$ cat src/rtl/addsub_cmp_pkg.sv
package addsub_cmp_pkg;

    typedef enum logic {
        MODE_ADD = 1'b0,
        MODE_SUB = 1'b1
    } op_mode_e;

    typedef struct packed {
        logic gt;
        logic lt;
        logic eq;
    } mag_flags_t;

    localparam mag_flags_t FLAGS_NONE = '{gt: 1'b0, lt: 1'b0, eq: 1'b0};

    function automatic logic cell_sum(input logic x, input logic y, input logic ci);
        return x ^ y ^ ci;
    endfunction

    function automatic logic cell_carry(input logic x, input logic y, input logic ci);
        return (x & y) | (ci & (x ^ y));
    endfunction

endpackage

$ cat src/rtl/fa_cell.sv
module fa_cell
    import addsub_cmp_pkg::*;
(
    input  logic x_i,
    input  logic y_i,
    input  logic c_i,
    output logic s_o,
    output logic c_o
);
    assign s_o = cell_sum(x_i, y_i, c_i);
    assign c_o = cell_carry(x_i, y_i, c_i);
endmodule

$ cat src/rtl/operand_cond.sv
module operand_cond #(
    parameter int WIDTH = 4
) (
    input  logic [WIDTH-1:0] raw_i,
    input  logic             inv_i,
    output logic [WIDTH-1:0] cond_o
);
    for (genvar k = 0; k < WIDTH; k++) begin : g_xor
        assign cond_o[k] = raw_i[k] ^ inv_i;
    end

    always_comb begin
        p_cond_polarity_r2: assert (inv_i ? (cond_o == ~raw_i) : (cond_o == raw_i))
            else $error("operand conditioner polarity wrong");
    end
endmodule

$ cat src/rtl/ripple_chain.sv
module ripple_chain #(
    parameter int WIDTH = 4
) (
    input  logic [WIDTH-1:0] x_i,
    input  logic [WIDTH-1:0] y_i,
    input  logic             cin_i,
    output logic [WIDTH-1:0] sum_o,
    output logic             cout_o
);
    logic [WIDTH:0] carry;

    assign carry[0] = cin_i;

    for (genvar k = 0; k < WIDTH; k++) begin : g_cell
        fa_cell u_cell (
            .x_i (x_i[k]),
            .y_i (y_i[k]),
            .c_i (carry[k]),
            .s_o (sum_o[k]),
            .c_o (carry[k+1])
        );
    end

    assign cout_o = carry[WIDTH];

    always_comb begin
        p_chain_total_r4: assert ({cout_o, sum_o} == ({1'b0, x_i} + {1'b0, y_i} + {{WIDTH{1'b0}}, cin_i}))
            else $error("ripple chain total wrong");
    end
endmodule

$ cat src/rtl/flag_decode.sv
module flag_decode
    import addsub_cmp_pkg::*;
#(
    parameter int WIDTH = 4
) (
    input  logic [WIDTH-1:0] diff_i,
    input  logic             carry_i,
    input  op_mode_e         mode_i,
    output mag_flags_t       flags_o
);
    logic zero;
    logic borrow;
    logic active;

    assign zero   = ~|diff_i;
    assign borrow = ~carry_i;
    assign active = (mode_i == MODE_SUB);

    always_comb begin
        flags_o = FLAGS_NONE;
        if (active) begin
            flags_o.eq = zero;
            flags_o.lt = borrow;
            flags_o.gt = ~(zero | borrow);
        end
    end

    always_comb begin
        p_add_quiet_r8: assert (active || flags_o == FLAGS_NONE)
            else $error("flags raised in add mode");
        p_one_flag_r9: assert (!active || $countones(flags_o) == 1)
            else $error("flag count not one in subtract mode");
        p_eq_zero_r5: assert (!flags_o.eq || diff_i == '0)
            else $error("equal flag with nonzero difference");
    end
endmodule

$ cat src/rtl/addsub_cmp.sv
module addsub_cmp
    import addsub_cmp_pkg::*;
#(
    parameter int WIDTH = 4
) (
    input  logic [WIDTH-1:0] opa_i,
    input  logic [WIDTH-1:0] opb_i,
    input  logic             sub_i,
    output logic [WIDTH-1:0] res_o,
    output logic             cout_o,
    output logic             eq_o,
    output logic             lt_o,
    output logic             gt_o
);
    localparam int EXT = WIDTH + 1;

    op_mode_e         mode;
    logic [WIDTH-1:0] opb_cond;
    mag_flags_t       flags;

    assign mode = op_mode_e'(sub_i);

    operand_cond #(.WIDTH(WIDTH)) u_cond (
        .raw_i  (opb_i),
        .inv_i  (sub_i),
        .cond_o (opb_cond)
    );

    ripple_chain #(.WIDTH(WIDTH)) u_chain (
        .x_i    (opa_i),
        .y_i    (opb_cond),
        .cin_i  (sub_i),
        .sum_o  (res_o),
        .cout_o (cout_o)
    );

    flag_decode #(.WIDTH(WIDTH)) u_flags (
        .diff_i  (res_o),
        .carry_i (cout_o),
        .mode_i  (mode),
        .flags_o (flags)
    );

    assign eq_o = flags.eq;
    assign lt_o = flags.lt;
    assign gt_o = flags.gt;

    always_comb begin
        p_add_sum_r1: assert (sub_i || {cout_o, res_o} == (EXT'(opa_i) + EXT'(opb_i)))
            else $error("add result wrong");
        p_sub_diff_r2: assert (!sub_i || res_o == WIDTH'(opa_i - opb_i))
            else $error("subtract result wrong");
        p_sub_carry_r3: assert (!sub_i || cout_o == (opa_i >= opb_i))
            else $error("subtract carry wrong");
        p_lt_order_r6: assert (!lt_o || opa_i < opb_i)
            else $error("less-than flag wrong");
        p_gt_order_r7: assert (!gt_o || opa_i > opb_i)
            else $error("greater-than flag wrong");
        p_equal_case_r10: assert (!(sub_i && opa_i == opb_i) || (res_o == '0 && cout_o))
            else $error("equal operands gave wrong outputs");
    end
endmodule

$ cat config.mk
export PLATFORM = sky130hd
export DESIGN_NAME = addsub_cmp
export DESIGN_NICKNAME = d
export VERILOG_FILES = /design/src/rtl/addsub_cmp_pkg.sv /design/src/rtl/fa_cell.sv /design/src/rtl/operand_cond.sv /design/src/rtl/ripple_chain.sv /design/src/rtl/flag_decode.sv /design/src/rtl/addsub_cmp.sv
export SDC_FILE = /design/constraint.sdc
export NUM_CORES = 1
export LEC_CHECK = 0
export BUFFER_PORTS_ARGS = -buffer_cell sky130_fd_sc_hd__buf_2
export CORE_AREA = 2 2 39 41
export DETAILED_ROUTE_END_ITERATION = 12
export DIE_AREA = 0 0 41 43
export SLEW_MARGIN = 20
export SYNTH_ARGS = -nofsm -noshare
export SYNTH_HDL_FRONTEND = slang
export SYNTH_SLANG_ARGS = --single-unit
export TNS_END_PERCENT = 10
$ cat constraint.sdc
create_clock -name vclk -period 4.44
set_clock_uncertainty 0.1 [all_clocks]
set_input_delay 0.888 -clock vclk [all_inputs]
set_output_delay 0.888 -clock vclk [all_outputs]
set_load 0.01 [all_outputs]
Word-level counts from Yosys, hierarchy flattened

Cells that the tools add are included.
W data, S select, Z words.

Bitwise gates (word level): 27
Reduce and logical (&&, ||, !) cells: 2
Muxes and demuxes: 1

Operator list:

| kind             | number |
|---|---|
| $xor A1 B1 Y1    | 12 |
| $and A1 B1 Y1    | 8 |
| $or A1 B1 Y1     | 5 |
| $reduce_or A4 Y1 | 1 |
| $mux W3          | 1 |
| $not A1 Y1       | 2 |
| $logic_not A1 Y1 | 1 |

Bits in registers: 0
Word-level logic and storage cells: 30
Output and inout port bits: 8
Input port bits: 9

Logic depth before layout (Yosys ltp)

Depth after elaboration: 14
Depth in mapped cells: 7

Modules after synthesis

Synthesis repeated with hierarchy kept, for this count alone.

Cell total of the unflattened synthesis: 13
Area, all modules: 147.6 µm²

By module, submodules not included:

| module       | times used | cells an instance | area an instance (µm²) |
|---|---|---|---|
| fa_cell      | 4          | 1                 | 20.0 |
| operand_cond | 1          | 4                 | 35.0 |
| flag_decode  | 1          | 5                 | 32.5 |

Least setup slack after synthesis

OpenSTA, ideal clock, no wires.

Kind: input to output
Start point: input port sub_i
End point: output port eq_o
Required time: 3452 ps
Path slack: 512 ps
Stages: 7
Buffers on the path: 1
Arrival time: 2940 ps
Path through: buf_2 -> xnor2_1 -> fa_1 -> fa_1 -> inv_1 -> fa_1 -> nor4b_1

Cells in the longest elaborated chain, start to end: 12

RTL lines:

| item                             | line                 | text |
|---|---|---|
| from (decl)                      | addsub_cmp.sv:8      | `input logic sub_i,` |
| $xor A1 B1 Y1                    | operand_cond.sv:9    | `assign cond_o[k] = raw_i[k] ^ inv_i;` |
| $xor A1 B1 Y1                    | addsub_cmp_pkg.sv:21 | `return (x & y) \| (ci & (x ^ y));` |
| $and A1 B1 Y1                    | addsub_cmp_pkg.sv:21 |  |
| $or A1 B1 Y1                     | addsub_cmp_pkg.sv:21 |  |
| $and A1 B1 Y1                    | addsub_cmp_pkg.sv:21 |  |
| $or A1 B1 Y1                     | addsub_cmp_pkg.sv:21 |  |
| $and A1 B1 Y1                    | addsub_cmp_pkg.sv:21 |  |
| $or A1 B1 Y1                     | addsub_cmp_pkg.sv:21 |  |
| $xor A1 B1 Y1 (*)                | addsub_cmp_pkg.sv:17 | `return x ^ y ^ ci;` |
| via u_chain.g_cell[3].u_cell.s_o | fa_cell.sv:7         | `output logic s_o,` |
| $reduce_or A4 Y1 (*)             | flag_decode.sv:15    | `assign zero = ~\|diff_i;` |
| $logic_not A1 Y1 (*)             | flag_decode.sv:15    |  |
| $mux W3 (*)                      | flag_decode.sv:21    | `if (active) begin` |
| to (decl)                        | addsub_cmp.sv:11     | `output logic eq_o,` |

The timed path passes the listed nets; every way through them passes the cells marked *.

Final worst setup path

Start point: input port sub_i
End point: output port gt_o

Cells in the longest elaborated chain, start to end: 14

RTL lines:

| item                                                    | line                                       | text |
|---|---|---|
| $xor A1 B1 Y1                                           | operand_cond.sv:9                          |  |
| $xor A1 B1 Y1                                           | addsub_cmp_pkg.sv:17, addsub_cmp_pkg.sv:21 |  |
| $and A1 B1 Y1                                           | addsub_cmp_pkg.sv:21                       |  |
| $or A1 B1 Y1                                            | addsub_cmp_pkg.sv:21                       |  |
| $and A1 B1 Y1                                           | addsub_cmp_pkg.sv:21                       |  |
| $or A1 B1 Y1                                            | addsub_cmp_pkg.sv:21                       |  |
| $and A1 B1 Y1                                           | addsub_cmp_pkg.sv:21                       |  |
| $or A1 B1 Y1                                            | addsub_cmp_pkg.sv:21                       |  |
| $xor A1 B1 Y1 / $and A1 B1 Y1 (equally long branches)   | addsub_cmp_pkg.sv:17, addsub_cmp_pkg.sv:21 |  |
| $reduce_or A4 Y1 / $or A1 B1 Y1 (equally long branches) | flag_decode.sv:15, addsub_cmp_pkg.sv:21    |  |
| $logic_not A1 Y1 / $not A1 Y1 (equally long branches)   | flag_decode.sv:15, flag_decode.sv:16       |  |
| $or A1 B1 Y1                                            | flag_decode.sv:24                          | `flags_o.gt = ~(zero \| borrow);` |
| $not A1 Y1                                              | flag_decode.sv:24                          |  |
| $mux W3 (*)                                             | flag_decode.sv:21                          |  |
| to (decl)                                               | addsub_cmp.sv:13                           | `output logic gt_o` |

Mark *: on every way between the ends. The rest lies on a longest branch, timed or not.

==> flow_summary_export.csv <==
group,metric,value,unit
sta,fmax,252.0,MHz
sta,worst_slew_pin_slew,0.2251,ns
worst_setup_path,critPathRequiredTime,3.45,ns
global_routing,grt.overflow.total,0,
global_routing,grt_pass1_wl,531,um
clocking,holdBufCountCts,0,
pwr,p_leak,0.0001456,uW
sta,setup_viol_count_final,0,
sta,fin_crit,3.969,ns
synthesis,synth_area,187.7,um2
route,viasPerCell,3.360,
route,num_vias,168,
pwr,swShare,54.00,%
sta,finalHoldViolCount,0,
sta,slew_headroom,84.78,%
synthesis,yosysSeqAreaShare,0,%
worst_setup_path,crit_type,"in -> out",
finish,post_route_cells_drive_above_1_share,50.00,%
clocking,cts_setup_buffers,0,
route,routed_wl,375,um
global_routing,grt_usage,4.112,%
finish,final_nets,48,
synthesis,synth_nets,34,
route,first_pass_iters,1,
pwr,power_density,177.5,mW/mm2
finish,syn2layout_area_growth,37.33,%
placement,gp_congestion,0.5168,
finish,register_area,0,um2
clocking,cts-resized-gates,0,
run,drv_cap,0,
finish,instances_no_fill,50,
finish,clock_buffers,0,
synthesis,ys_types,11,
global_routing,antenna_found_initial,0,
min_path,hold_class,"in -> out",
outcome,status,"complete, no violations",
floorplan,die_w,41,um
placement,dp.cells,50,
placement,dp_hpwl,359.7,um
finish,num_antenna_cells,0,
worst_setup_path,cp.arrival,2.98,ns
route,drc_errors,0,
pwr,p_clk_share,0,%
sta,fin_crit_sh,89.39,%
floorplan,ioPinCount,17,
worst_setup_path,crit_fanout,7,
pwr,p_seq_share,0,%
pwr,switchingPower,24.71,uW
global_routing,grt_pass1_vias,146,
finish,seq_cells,0,
sta,drv_slew,0,
pwr,peakVddDrop,0.02725,mV
synthesis,synth_warnings,0,
synthesis,synth_top_area_share,32.00,%
route,drtIter0Drc,0,
placement,io_buffers,17,
synthesis,avgSynthCellArea,8.531,um2
floorplan,rows,14,
pwr,internal-power,21.05,uW
floorplan,start_util,13.56,%
sta,rsz0062_at_grt,"false",
route,wl_per_cell,7.500,um
floorplan,die_area,0.001763,mm2
route,antenna_left,0,
synthesis,yosysTopAreaCell,"fa_1",
sta,setup_tns,0,ns
floorplan,fp.coreArea,0.001384,mm2
synthesis,synthCells,22,
floorplan,fp.dieH,43,um
global_routing,grt_max_degree,8,
pwr,power,45.76,uW
worst_setup_path,critPathLaunchType,"input pin",
sta,whs,1.993,ns
pwr,p_comb_share,100.0,%
worst_setup_path,end_kind,"output port",
synthesis,synth.area.top_cells,"fa_1 (32%), buf_4 (16%), inv_1 (10%)",
worst max-delay path, cell delays in order:
cell and delay [ns]:
buf_2 0.15, xnor2_1 0.15, fa_1 0.41, fa_1 0.37, inv_1 0.08, fa_1 0.43
o311a_1 0.36, buf_2 0.14
layout make-up:
| class | count | area [um2] |
|---|---|---|
| well taps | 16 | 20.02 |
| fillers | 155 | 1126 |
| inverters | 5 | 18.77 |
| multi-input cells | 12 | 133.9 |
| repair buffers | 17 | 85.08 |
placed cells by master, fill, tap and decap left out:
master   instances
nor4b_1          1
o311a_1          1
xor2_1           2
nand2_1          1
nor2b_1          1
mux2i_1          1
fa_1             3
inv_1            5
xnor2_1          2
buf_2           17
Yosys cell counts:
library cell and count:
buf_2 1, buf_4 4, fa_1 3, inv_1 5
mux2i_1 1, nand2_1 1, nor2b_1 1, nor4b_1 1
o311a_1 1, xnor2_1 2, xor2_1 2
per-stage QoR:
step	util [%]	setup WS, ns	area (um2)
after floorplan	-	0.5123	187.7
after global placement	18.63	0.4651	257.7
after detailed placement	18.63	0.4473	257.7
after CTS	18.63	0.4457	257.7
after global routing	18.63	0.3565	257.7
final	18.63	0.4711	257.7
power by group through the flow:
stage	clock, uW	combinational, uW	sequential [uW]
finish	0	45.8	0
global route	0	52.6	0
CTS	0	46.9	0
detailed placement	0	46.9	0
global placement	0	46.1	0
floorplan	0	39.5	0
metal layers:
layer	wire (um)	GRT usage, %
met5	0	0
met4	0	0
met3	24	0
met2	222	8.750
met1	129	4.167
final timing paths:
kind	endpoint	cells past startpoint	startpoint
max	gt_o	8	sub_i
min	res_o[0]	3	opa_i[0]
logic make-up (layout without fill, tap and decap cells):
group / after synthesis / in the layout / share of synthesized area (%)
xor gates and xnor gates: 4 / 4 / 18.67
muxes: 1 / 1 / 5.334
adders and majority gates: 3 / 3 / 32.00
AOI/OAI and AO/OA: 1 / 1 / 5.334
and+or+nand+nor: 3 / 3 / 10.00
buffers and inverters: 10 / 22 / 28.67
(Power assumes the default switching activity.)
